$ cat config.mk
export PLATFORM = sky130hd
export DESIGN_NAME = sys_tick_timer
export DESIGN_NICKNAME = d
export VERILOG_FILES = /design/src/rtl/tick_timer_pkg.sv /design/src/rtl/tick_ctrl_regs.sv /design/src/rtl/tick_counter.sv /design/src/rtl/tick_rd_mux.sv /design/src/rtl/sys_tick_timer.sv
export SDC_FILE = /design/constraint.sdc
export NUM_CORES = 1
export LEC_CHECK = 0
export CORE_ASPECT_RATIO = 0.6
export CORE_MARGIN = 2
export CORE_UTILIZATION = 54
export DETAILED_ROUTE_END_ITERATION = 10
export PLACE_DENSITY_LB_ADDON = 0.3
export SLEW_MARGIN = 20
export SYNTH_ARGS = -nofsm -noshare
export SYNTH_HDL_FRONTEND = slang
export SYNTH_SLANG_ARGS = --single-unit
$ cat constraint.sdc
create_clock -name clk_i -period 4.49 [get_ports clk_i]
set_input_delay 0.6735 -clock clk_i [delete_from_list [all_inputs] [get_ports clk_i]]
set_output_delay 0.6735 -clock clk_i [all_outputs]
set_load 0.05 [all_outputs]
$ cat src/rtl/tick_timer_pkg.sv
package tick_timer_pkg;

   // word selector, taken from byte address bits [3:2]
   typedef enum logic [1:0] {
      WSEL_CTRL   = 2'd0,
      WSEL_RELOAD = 2'd1,
      WSEL_COUNT  = 2'd2,
      WSEL_CALIB  = 2'd3
   } tick_wsel_e;

   localparam int unsigned CTRL_EN_BIT     = 0;
   localparam int unsigned CTRL_IRQEN_BIT  = 1;
   localparam int unsigned CTRL_CLKSEL_BIT = 2;
   localparam int unsigned CTRL_FLAG_BIT   = 16;

   localparam int unsigned CTRL_WR_BITS    = 3;
   localparam int unsigned CALIB_DEFAULT   = 10000;

endpackage

$ cat src/rtl/tick_ctrl_regs.sv
module tick_ctrl_regs
   import tick_timer_pkg::*;
#(
   parameter int unsigned CNT_W = 24
) (
   input  logic             clk_i,
   input  logic             rst_ni,
   input  logic             wr_ctrl_i,
   input  logic             wr_reload_i,
   input  logic             wr_count_i,
   input  logic             rd_ctrl_i,
   input  logic [CTRL_WR_BITS-1:0] ctrl_wdata_i,
   input  logic [CNT_W-1:0] reload_wdata_i,
   input  logic             wrap_i,
   output logic             en_o,
   output logic             irqen_o,
   output logic             clksel_o,
   output logic             flag_o,
   output logic [CNT_W-1:0] reload_o,
   output logic             load_o
);

   logic             en_q, irqen_q, clksel_q, flag_q;
   logic [CNT_W-1:0] reload_q;
   logic             auto_off;
   logic             en_rise, sel_change;

   assign auto_off   = wrap_i && (reload_q == '0);
   assign en_rise    = wr_ctrl_i && ctrl_wdata_i[CTRL_EN_BIT] && !en_q;
   assign sel_change = wr_ctrl_i && ctrl_wdata_i[CTRL_EN_BIT] && en_q &&
                       (ctrl_wdata_i[CTRL_CLKSEL_BIT] != clksel_q);
   assign load_o     = en_rise || sel_change || (wr_count_i && en_q);

   always_ff @(posedge clk_i or negedge rst_ni) begin
      if (!rst_ni) begin
         en_q     <= 1'b0;
         irqen_q  <= 1'b0;
         clksel_q <= 1'b0;
      end else if (wr_ctrl_i) begin
         en_q     <= ctrl_wdata_i[CTRL_EN_BIT];
         irqen_q  <= ctrl_wdata_i[CTRL_IRQEN_BIT];
         clksel_q <= ctrl_wdata_i[CTRL_CLKSEL_BIT];
      end else if (auto_off) begin
         en_q     <= 1'b0;
      end
   end

   always_ff @(posedge clk_i or negedge rst_ni) begin
      if (!rst_ni) begin
         flag_q <= 1'b0;
      end else if (wrap_i) begin
         flag_q <= 1'b1;
      end else if (rd_ctrl_i || wr_count_i) begin
         flag_q <= 1'b0;
      end
   end

   always_ff @(posedge clk_i or negedge rst_ni) begin
      if (!rst_ni) begin
         reload_q <= '0;
      end else if (wr_reload_i) begin
         reload_q <= reload_wdata_i;
      end
   end

   assign en_o     = en_q;
   assign irqen_o  = irqen_q;
   assign clksel_o = clksel_q;
   assign flag_o   = flag_q;
   assign reload_o = reload_q;

   // a wrap always leaves the flag set
   p_flag_set_r5: assert property (@(posedge clk_i) disable iff (!rst_ni)
      wrap_i |=> flag_q);

   // a side-effect read of control clears the flag unless a wrap coincides
   p_flag_rdclr_r3: assert property (@(posedge clk_i) disable iff (!rst_ni)
      (rd_ctrl_i && !wrap_i) |=> !flag_q);

   // a write to the count register clears the flag
   p_flag_wrclr_r8: assert property (@(posedge clk_i) disable iff (!rst_ni)
      (wr_count_i && !wrap_i) |=> !flag_q);

   // one-shot mode turns the timer off at the end of its period
   p_auto_off_r7: assert property (@(posedge clk_i) disable iff (!rst_ni)
      (wrap_i && (reload_q == '0) && !wr_ctrl_i) |=> !en_q);

endmodule

$ cat src/rtl/tick_counter.sv
module tick_counter #(
   parameter int unsigned CNT_W   = 24,
   parameter bit          HAS_REF = 1'b1
) (
   input  logic             clk_i,
   input  logic             rst_ni,
   input  logic             ref_tick_i,
   input  logic             en_i,
   input  logic             clksel_i,
   input  logic             irqen_i,
   input  logic             load_i,
   input  logic [CNT_W-1:0] reload_i,
   output logic [CNT_W-1:0] count_o,
   output logic             wrap_o,
   output logic             irq_o
);

   logic             step;
   logic [CNT_W-1:0] count_q;
   logic             irq_q;

   generate
      if (HAS_REF) begin : g_ref_source
         assign step = en_i && (clksel_i || ref_tick_i);
      end else begin : g_core_only
         logic unused_ref;
         assign unused_ref = ref_tick_i ^ clksel_i;
         assign step = en_i;
      end
   endgenerate

   assign wrap_o = step && !load_i && (count_q == '0);

   always_ff @(posedge clk_i or negedge rst_ni) begin
      if (!rst_ni) begin
         count_q <= '0;
      end else if (load_i) begin
         count_q <= reload_i;
      end else if (step) begin
         if (count_q == '0) begin
            count_q <= reload_i;
         end else begin
            count_q <= count_q - 1'b1;
         end
      end
   end

   always_ff @(posedge clk_i or negedge rst_ni) begin
      if (!rst_ni) begin
         irq_q <= 1'b0;
      end else begin
         irq_q <= wrap_o && irqen_i;
      end
   end

   assign count_o = count_q;
   assign irq_o   = irq_q;

   // the request never lasts two cycles
   p_irq_single_r6: assert property (@(posedge clk_i) disable iff (!rst_ni)
      irq_q |=> !irq_q);

   // a load takes the reload value
   p_load_value_r4: assert property (@(posedge clk_i) disable iff (!rst_ni)
      load_i |=> (count_q == $past(reload_i)));

   // a disabled counter holds its value
   p_hold_off_r4: assert property (@(posedge clk_i) disable iff (!rst_ni)
      (!en_i && !load_i) |=> $stable(count_q));

endmodule

$ cat src/rtl/tick_rd_mux.sv
module tick_rd_mux
   import tick_timer_pkg::*;
#(
   parameter int unsigned CNT_W     = 24,
   parameter int unsigned DATA_W    = 32,
   parameter int unsigned CAL_VALUE = CALIB_DEFAULT
) (
   input  logic              hit_i,
   input  tick_wsel_e        wsel_i,
   input  logic              en_i,
   input  logic              irqen_i,
   input  logic              clksel_i,
   input  logic              flag_i,
   input  logic [CNT_W-1:0]  reload_i,
   input  logic [CNT_W-1:0]  count_i,
   output logic [DATA_W-1:0] rdata_o
);

   logic [DATA_W-1:0] ctrl_word;

   always_comb begin
      ctrl_word                  = '0;
      ctrl_word[CTRL_EN_BIT]     = en_i;
      ctrl_word[CTRL_IRQEN_BIT]  = irqen_i;
      ctrl_word[CTRL_CLKSEL_BIT] = clksel_i;
      ctrl_word[CTRL_FLAG_BIT]   = flag_i;
   end

   always_comb begin
      rdata_o = '0;
      if (hit_i) begin
         unique case (wsel_i)
            WSEL_CTRL:   rdata_o = ctrl_word;
            WSEL_RELOAD: rdata_o = DATA_W'(reload_i);
            WSEL_COUNT:  rdata_o = en_i ? DATA_W'(count_i) : '0;
            WSEL_CALIB:  rdata_o = DATA_W'(CAL_VALUE);
            default:     rdata_o = '0;
         endcase
      end
   end

endmodule

$ cat src/rtl/sys_tick_timer.sv
module sys_tick_timer
   import tick_timer_pkg::*;
#(
   parameter int unsigned CNT_W     = 24,
   parameter int unsigned DATA_W    = 32,
   parameter int unsigned ADDR_W    = 4,
   parameter int unsigned CAL_VALUE = CALIB_DEFAULT,
   parameter bit          HAS_REF   = 1'b1
) (
   input  logic              clk_i,
   input  logic              rst_ni,
   input  logic              ref_tick_i,
   input  logic              acc_wr_i,
   input  logic              acc_rd_i,
   input  logic [ADDR_W-1:0] acc_addr_i,
   input  logic [DATA_W-1:0] acc_wdata_i,
   output logic [DATA_W-1:0] acc_rdata_o,
   output logic              tick_irq_o
);

   localparam int unsigned WSEL_LSB = 2;
   localparam int unsigned WSEL_MSB = WSEL_LSB + 1;

   initial begin
      assert (DATA_W > CTRL_FLAG_BIT && CNT_W <= DATA_W && CNT_W >= 2)
         else $error("sys_tick_timer: CNT_W/DATA_W out of range");
      assert (ADDR_W >= WSEL_MSB + 1)
         else $error("sys_tick_timer: ADDR_W too small");
      assert (DATA_W >= 32 || CAL_VALUE < (1 << DATA_W))
         else $error("sys_tick_timer: CAL_VALUE does not fit");
   end

   logic       hit;
   tick_wsel_e wsel;
   logic       wr_ctrl, wr_reload, wr_count, rd_ctrl;

   generate
      if (ADDR_W > WSEL_MSB + 1) begin : g_upper_decode
         assign hit = (acc_addr_i[ADDR_W-1:WSEL_MSB+1] == '0);
      end else begin : g_no_upper
         assign hit = 1'b1;
      end
   endgenerate

   assign wsel      = tick_wsel_e'(acc_addr_i[WSEL_MSB:WSEL_LSB]);
   assign wr_ctrl   = acc_wr_i && hit && (wsel == WSEL_CTRL);
   assign wr_reload = acc_wr_i && hit && (wsel == WSEL_RELOAD);
   assign wr_count  = acc_wr_i && hit && (wsel == WSEL_COUNT);
   assign rd_ctrl   = acc_rd_i && hit && (wsel == WSEL_CTRL);

   logic unused_bits;
   assign unused_bits = ^{acc_addr_i[WSEL_LSB-1:0], acc_wdata_i};

   logic             en, irqen, clksel, flag, load, wrap;
   logic [CNT_W-1:0] reload, count;

   tick_ctrl_regs #(
      .CNT_W (CNT_W)
   ) i_regs (
      .clk_i          (clk_i),
      .rst_ni         (rst_ni),
      .wr_ctrl_i      (wr_ctrl),
      .wr_reload_i    (wr_reload),
      .wr_count_i     (wr_count),
      .rd_ctrl_i      (rd_ctrl),
      .ctrl_wdata_i   (acc_wdata_i[CTRL_WR_BITS-1:0]),
      .reload_wdata_i (acc_wdata_i[CNT_W-1:0]),
      .wrap_i         (wrap),
      .en_o           (en),
      .irqen_o        (irqen),
      .clksel_o       (clksel),
      .flag_o         (flag),
      .reload_o       (reload),
      .load_o         (load)
   );

   tick_counter #(
      .CNT_W   (CNT_W),
      .HAS_REF (HAS_REF)
   ) i_count (
      .clk_i      (clk_i),
      .rst_ni     (rst_ni),
      .ref_tick_i (ref_tick_i),
      .en_i       (en),
      .clksel_i   (clksel),
      .irqen_i    (irqen),
      .load_i     (load),
      .reload_i   (reload),
      .count_o    (count),
      .wrap_o     (wrap),
      .irq_o      (tick_irq_o)
   );

   tick_rd_mux #(
      .CNT_W     (CNT_W),
      .DATA_W    (DATA_W),
      .CAL_VALUE (CAL_VALUE)
   ) i_rmux (
      .hit_i    (hit),
      .wsel_i   (wsel),
      .en_i     (en),
      .irqen_i  (irqen),
      .clksel_i (clksel),
      .flag_i   (flag),
      .reload_i (reload),
      .count_i  (count),
      .rdata_o  (acc_rdata_o)
   );

   // a request only follows a rising flag or a set flag
   p_irq_flag_r6: assert property (@(posedge clk_i) disable iff (!rst_ni)
      tick_irq_o |-> flag);

endmodule

==> run summary <==
The worst flop-to-flop path startpoint is i_count.count_o[10]. Entering global routing, the biggest net connects 54 pins. The fmax is 278 MHz.

The run finished with clean final reports. Synthesis handed over a netlist of 330 instances. The area share of the leading cell type in the synthesized netlist came out at 41.6%. The aggregate global-route resource usage is 29.9%.

The width of the die came out at 103 um. The average instance in the mapped netlist occupies between 9 and 10 um2. The count of different cell masters after synthesis is 63. The final global-route overflow total came out at 0. The final wirelength is 9.28 mm. The part of the total power dissipated in the clock network came out at 18.4%. The ratio of routed vias to standard cells is 6.51. After the first detailed-routing iteration, the DRC count stood at 336. The post-route fraction of the period consumed by the critical path is 80.2%. The later pin in the worst-skew pair is clocked with a latency of 0.32 ns. The area of the die came out at 6550 um2. The number of buffer cells added on primary ports came out at 55. The arrival time of data at the critical path endpoint is 2.93 ns. The mapped netlist covers 3190 um2. The placeable core region is 5620 um2. The final critical-path required period came out at roughly 3.6 ns. The count of pins over their slew limit is 0. The headroom to the max-slew limit is 43.0%. The initial antenna violation count is 0.

The proportion of synthesized flip-flops having asynchronous set or reset is 100%. The length in cells of the worst reg-to-reg path came out at 7. sky130_fd_sc_hd__dfrtp_1 is the most common cell in the netlist. The final layout contains 420 nets. In the final routed layout, each cell accounts on average for 20.3 um. The number of cells upsized or downsized after cts came out at 0. The die is around 64 um tall. For this design the top-level I/O count stands at 74. The initial standard-cell utilization of the core came out at 56.7%. The last weighted congestion value of the routability-driven placer is 0.922. By count the netlist is led by 53 x sky130_fd_sc_hd__dfrtp_1, 27 x sky130_fd_sc_hd__o21ai_0, 25 x sky130_fd_sc_hd__mux2_2, 24 x sky130_fd_sc_hd__nand2_1, 24 x sky130_fd_sc_hd__nor2_1.

The via count of the first global-routing pass is between 2000 and 3000. Buffers inserted during clock tree synthesis total 5. Of the total power, the share spent switching nets is 41.9%. The maximum number of buffers from clock root to sink is 2. The final-report setup violation count is 0. The initialized floorplan defines 21 standard-cell rows. The total chip power is 1.65 mW.

The clock transition time at the flip-flop clock pins of the worst setup and hold paths came out at 0.10 ns. Setup repair after global routing left no endpoint under its margin. The tightest min-delay check is of the in2async type. STA classifies the critical path endpoint as an output pin. The total of max-cap violations came out at 0. The share of layout cells above drive strength 1 came out at between 10% and 20%. The final routed DRC violation total is 0. By startpoint and endpoint, the worst setup path is classified as in2out. Across the VDD grid, the largest voltage drop is roughly 0.28 mV.

Power spread over the standard cell area amounts to 434 nW/um2. The summed negative setup slack over all endpoints is 0 ns. The number of sinks handled by clock tree synthesis is 53.

The tree is rooted in a sky130_fd_sc_hd__clkbuf_8. The share of synthesized area occupied by flip-flops and latches is a little over two fifths. The worst setup path is launched from an input port. The hold-fix buffer count after cts is 0. The worst-case clock skew came out at 0.0125 ns. The power share of the sequential group came out at roughly 48%. Relative to the synthesized area, the layout overhead comes to 19.0%. For this run, the leading register cell type out of synthesis is sky130_fd_sc_hd__dfrtp_1.

The detail route stage leaves a number of antenna-violating nets equal to 0. In this run the static leakage power is 1.55 nW. The final design utilization came out at about two thirds. Detailed placement finished with a half-perimeter wire length of 6.37 mm. The count of inserted antenna diode cells came out at 0. The CTS tree is yes. The worst-margin pin slew came out at around 0.85 ns. Counting flops with a built-in enable in the synthesized netlist gives 0. The count of buffers added by post-CTS timing repair for setup came out at 0. The number of search-and-repair iterations in the first detailed-routing pass came out at 5.

The internal power component came out at 956 uW. The highest net fanout along the worst path is 22. In this run the worst setup path begins at acc_addr_i[3]. Yosys printed 0 warnings. The number of storage elements in the synthesis netlist is 53. The cell taking the most area after synthesis is sky130_fd_sc_hd__dfrtp_1. In this run the number of H-tree levels came out at 2. The data required time of the critical path is approximately 3.8 ns. The count of endpoints failing hold in the final timing report is 0.

The combinational group share of total power is 33.9%. The routed layout has roughly 3000 vias. Sorting the synthesized cells by area gives the leading types as sky130_fd_sc_hd__dfrtp_1 42%, sky130_fd_sc_hd__mux2_2 8.8%, sky130_fd_sc_hd__a22o_1 4.4%, sky130_fd_sc_hd__o21ai_0 4.2%, sky130_fd_sc_hd__nand2_1 2.8%.

The net switching power of the design is between 600 and 700 uW. The first global-routing pass estimated roughly 15 mm of wire.
[worst max-delay path, stage by stage]
cell and delay [ns]:
sky130_fd_sc_hd__clkdlybuf4s50_1 1.03, sky130_fd_sc_hd__a31oi_1 0.18, sky130_fd_sc_hd__o21ai_0 0.20, sky130_fd_sc_hd__clkdlybuf4s50_1 0.85
[path summary, 6_finish.rpt]
check	end	slack [ns]
min reg2reg	i_regs.flag_o	0.54
max	acc_rdata_o[16]	0.89
min	i_count.count_o[2]	0.46
max in group asynchronous	i_count.count_o[1]	3.56
max reg2reg	i_count.count_o[21]	1.50
min in group clk_i	i_regs.flag_o	0.54
[cells in the final DEF (no fill, tap or decap), types with 3 or more instances in the layout]
cell type,n
sky130_fd_sc_hd__dfrtp_1,53
sky130_fd_sc_hd__clkdlybuf4s50_1,38
sky130_fd_sc_hd__o21ai_0,27
sky130_fd_sc_hd__mux2_2,25
sky130_fd_sc_hd__nand2_1,24
sky130_fd_sc_hd__nor2_1,24
sky130_fd_sc_hd__buf_4,24
sky130_fd_sc_hd__a22o_1,16
sky130_fd_sc_hd__a21oi_1,14
sky130_fd_sc_hd__nor4_1,13
sky130_fd_sc_hd__inv_1,8
sky130_fd_sc_hd__nand3_1,8
sky130_fd_sc_hd__conb_1,8
sky130_fd_sc_hd__a31oi_1,6
sky130_fd_sc_hd__nand4_1,6
sky130_fd_sc_hd__clkbuf_8,6
sky130_fd_sc_hd__a211oi_1,5
sky130_fd_sc_hd__nor2b_1,4
sky130_fd_sc_hd__o41ai_1,4
sky130_fd_sc_hd__mux2i_1,4
sky130_fd_sc_hd__a22oi_1,4
sky130_fd_sc_hd__a221o_1,3
sky130_fd_sc_hd__or3_2,3
sky130_fd_sc_hd__nor3_1,3
[registers in the layout (all words and copies together), names as in the netlist]
register,cells
i_regs.en_o,1
i_count.irq_o,1
i_count.count_o,24
i_regs.flag_o,1
i_regs.irqen_o,1
i_regs.clksel_o,1
i_regs.reload_o,24
[power by group through the flow]
stage	Sequential [mW]	Clock, mW	Combinational [mW]
floorplan	0.702	0	0.442
global placement	0.777	0	0.534
detailed placement	0.783	0	0.546
CTS	0.775	0.299	0.552
global route	0.804	0.326	0.597
finish	0.786	0.302	0.558
[per-stage QoR]
step	hold WS [ns]	instances	setup WS, ns	instance area [um2]
2_1_floorplan	0.378	337	1.73	3210
6_report	0.456	458	0.890	3790
3_3_place_gp	0.489	450	1.02	3690
3_5_place_dp	0.505	450	0.934	3690
5_1_grt	0.541	458	0.832	3790
4_1_cts	0.501	458	0.935	3790
[layout make-up]
cell class / instances / area [um2]
clock buffer: 6 / 82.6
multi-input combinational: 246 / 1670
clock inverter: 2 / 17.5
fill: 479 / 1830
sequential: 53 / 1330
tap: 80 / 100
timing repair buffer: 63 / 566
inverter: 8 / 30.0
[layer usage]
| layer | share of wire (%) | global-route usage, % |
|---|---|---|
| met1 | 44 | 46.5 |
| met2 | 40 | 40.0 |
| met3 | 13 | 7.99 |
| met4 | 2.9 | 9.21 |
| met5 | 0 | 0 |
[cells by family (layout without fill, tap and decap cells)]
| family | Yosys count | after routing | synth area share, % |
|---|---|---|---|
| AND/OR/NAND/NOR | 106 | 106 | 18.7 |
| AO/OA/AOI/OAI | 99 | 99 | 21.3 |
| flip-flops | 53 | 53 | 41.6 |
| buffers and inverters | 38 | 79 | 6.79 |
| multiplexers | 29 | 29 | 10.1 |
| adder cells (fa/ha/maj) | 2 | 2 | 0.785 |
| XOR/XNOR | 2 | 2 | 0.550 |
| other | 1 | 8 | 0.118 |
Note: power is estimated with default switching activity, not from simulation.
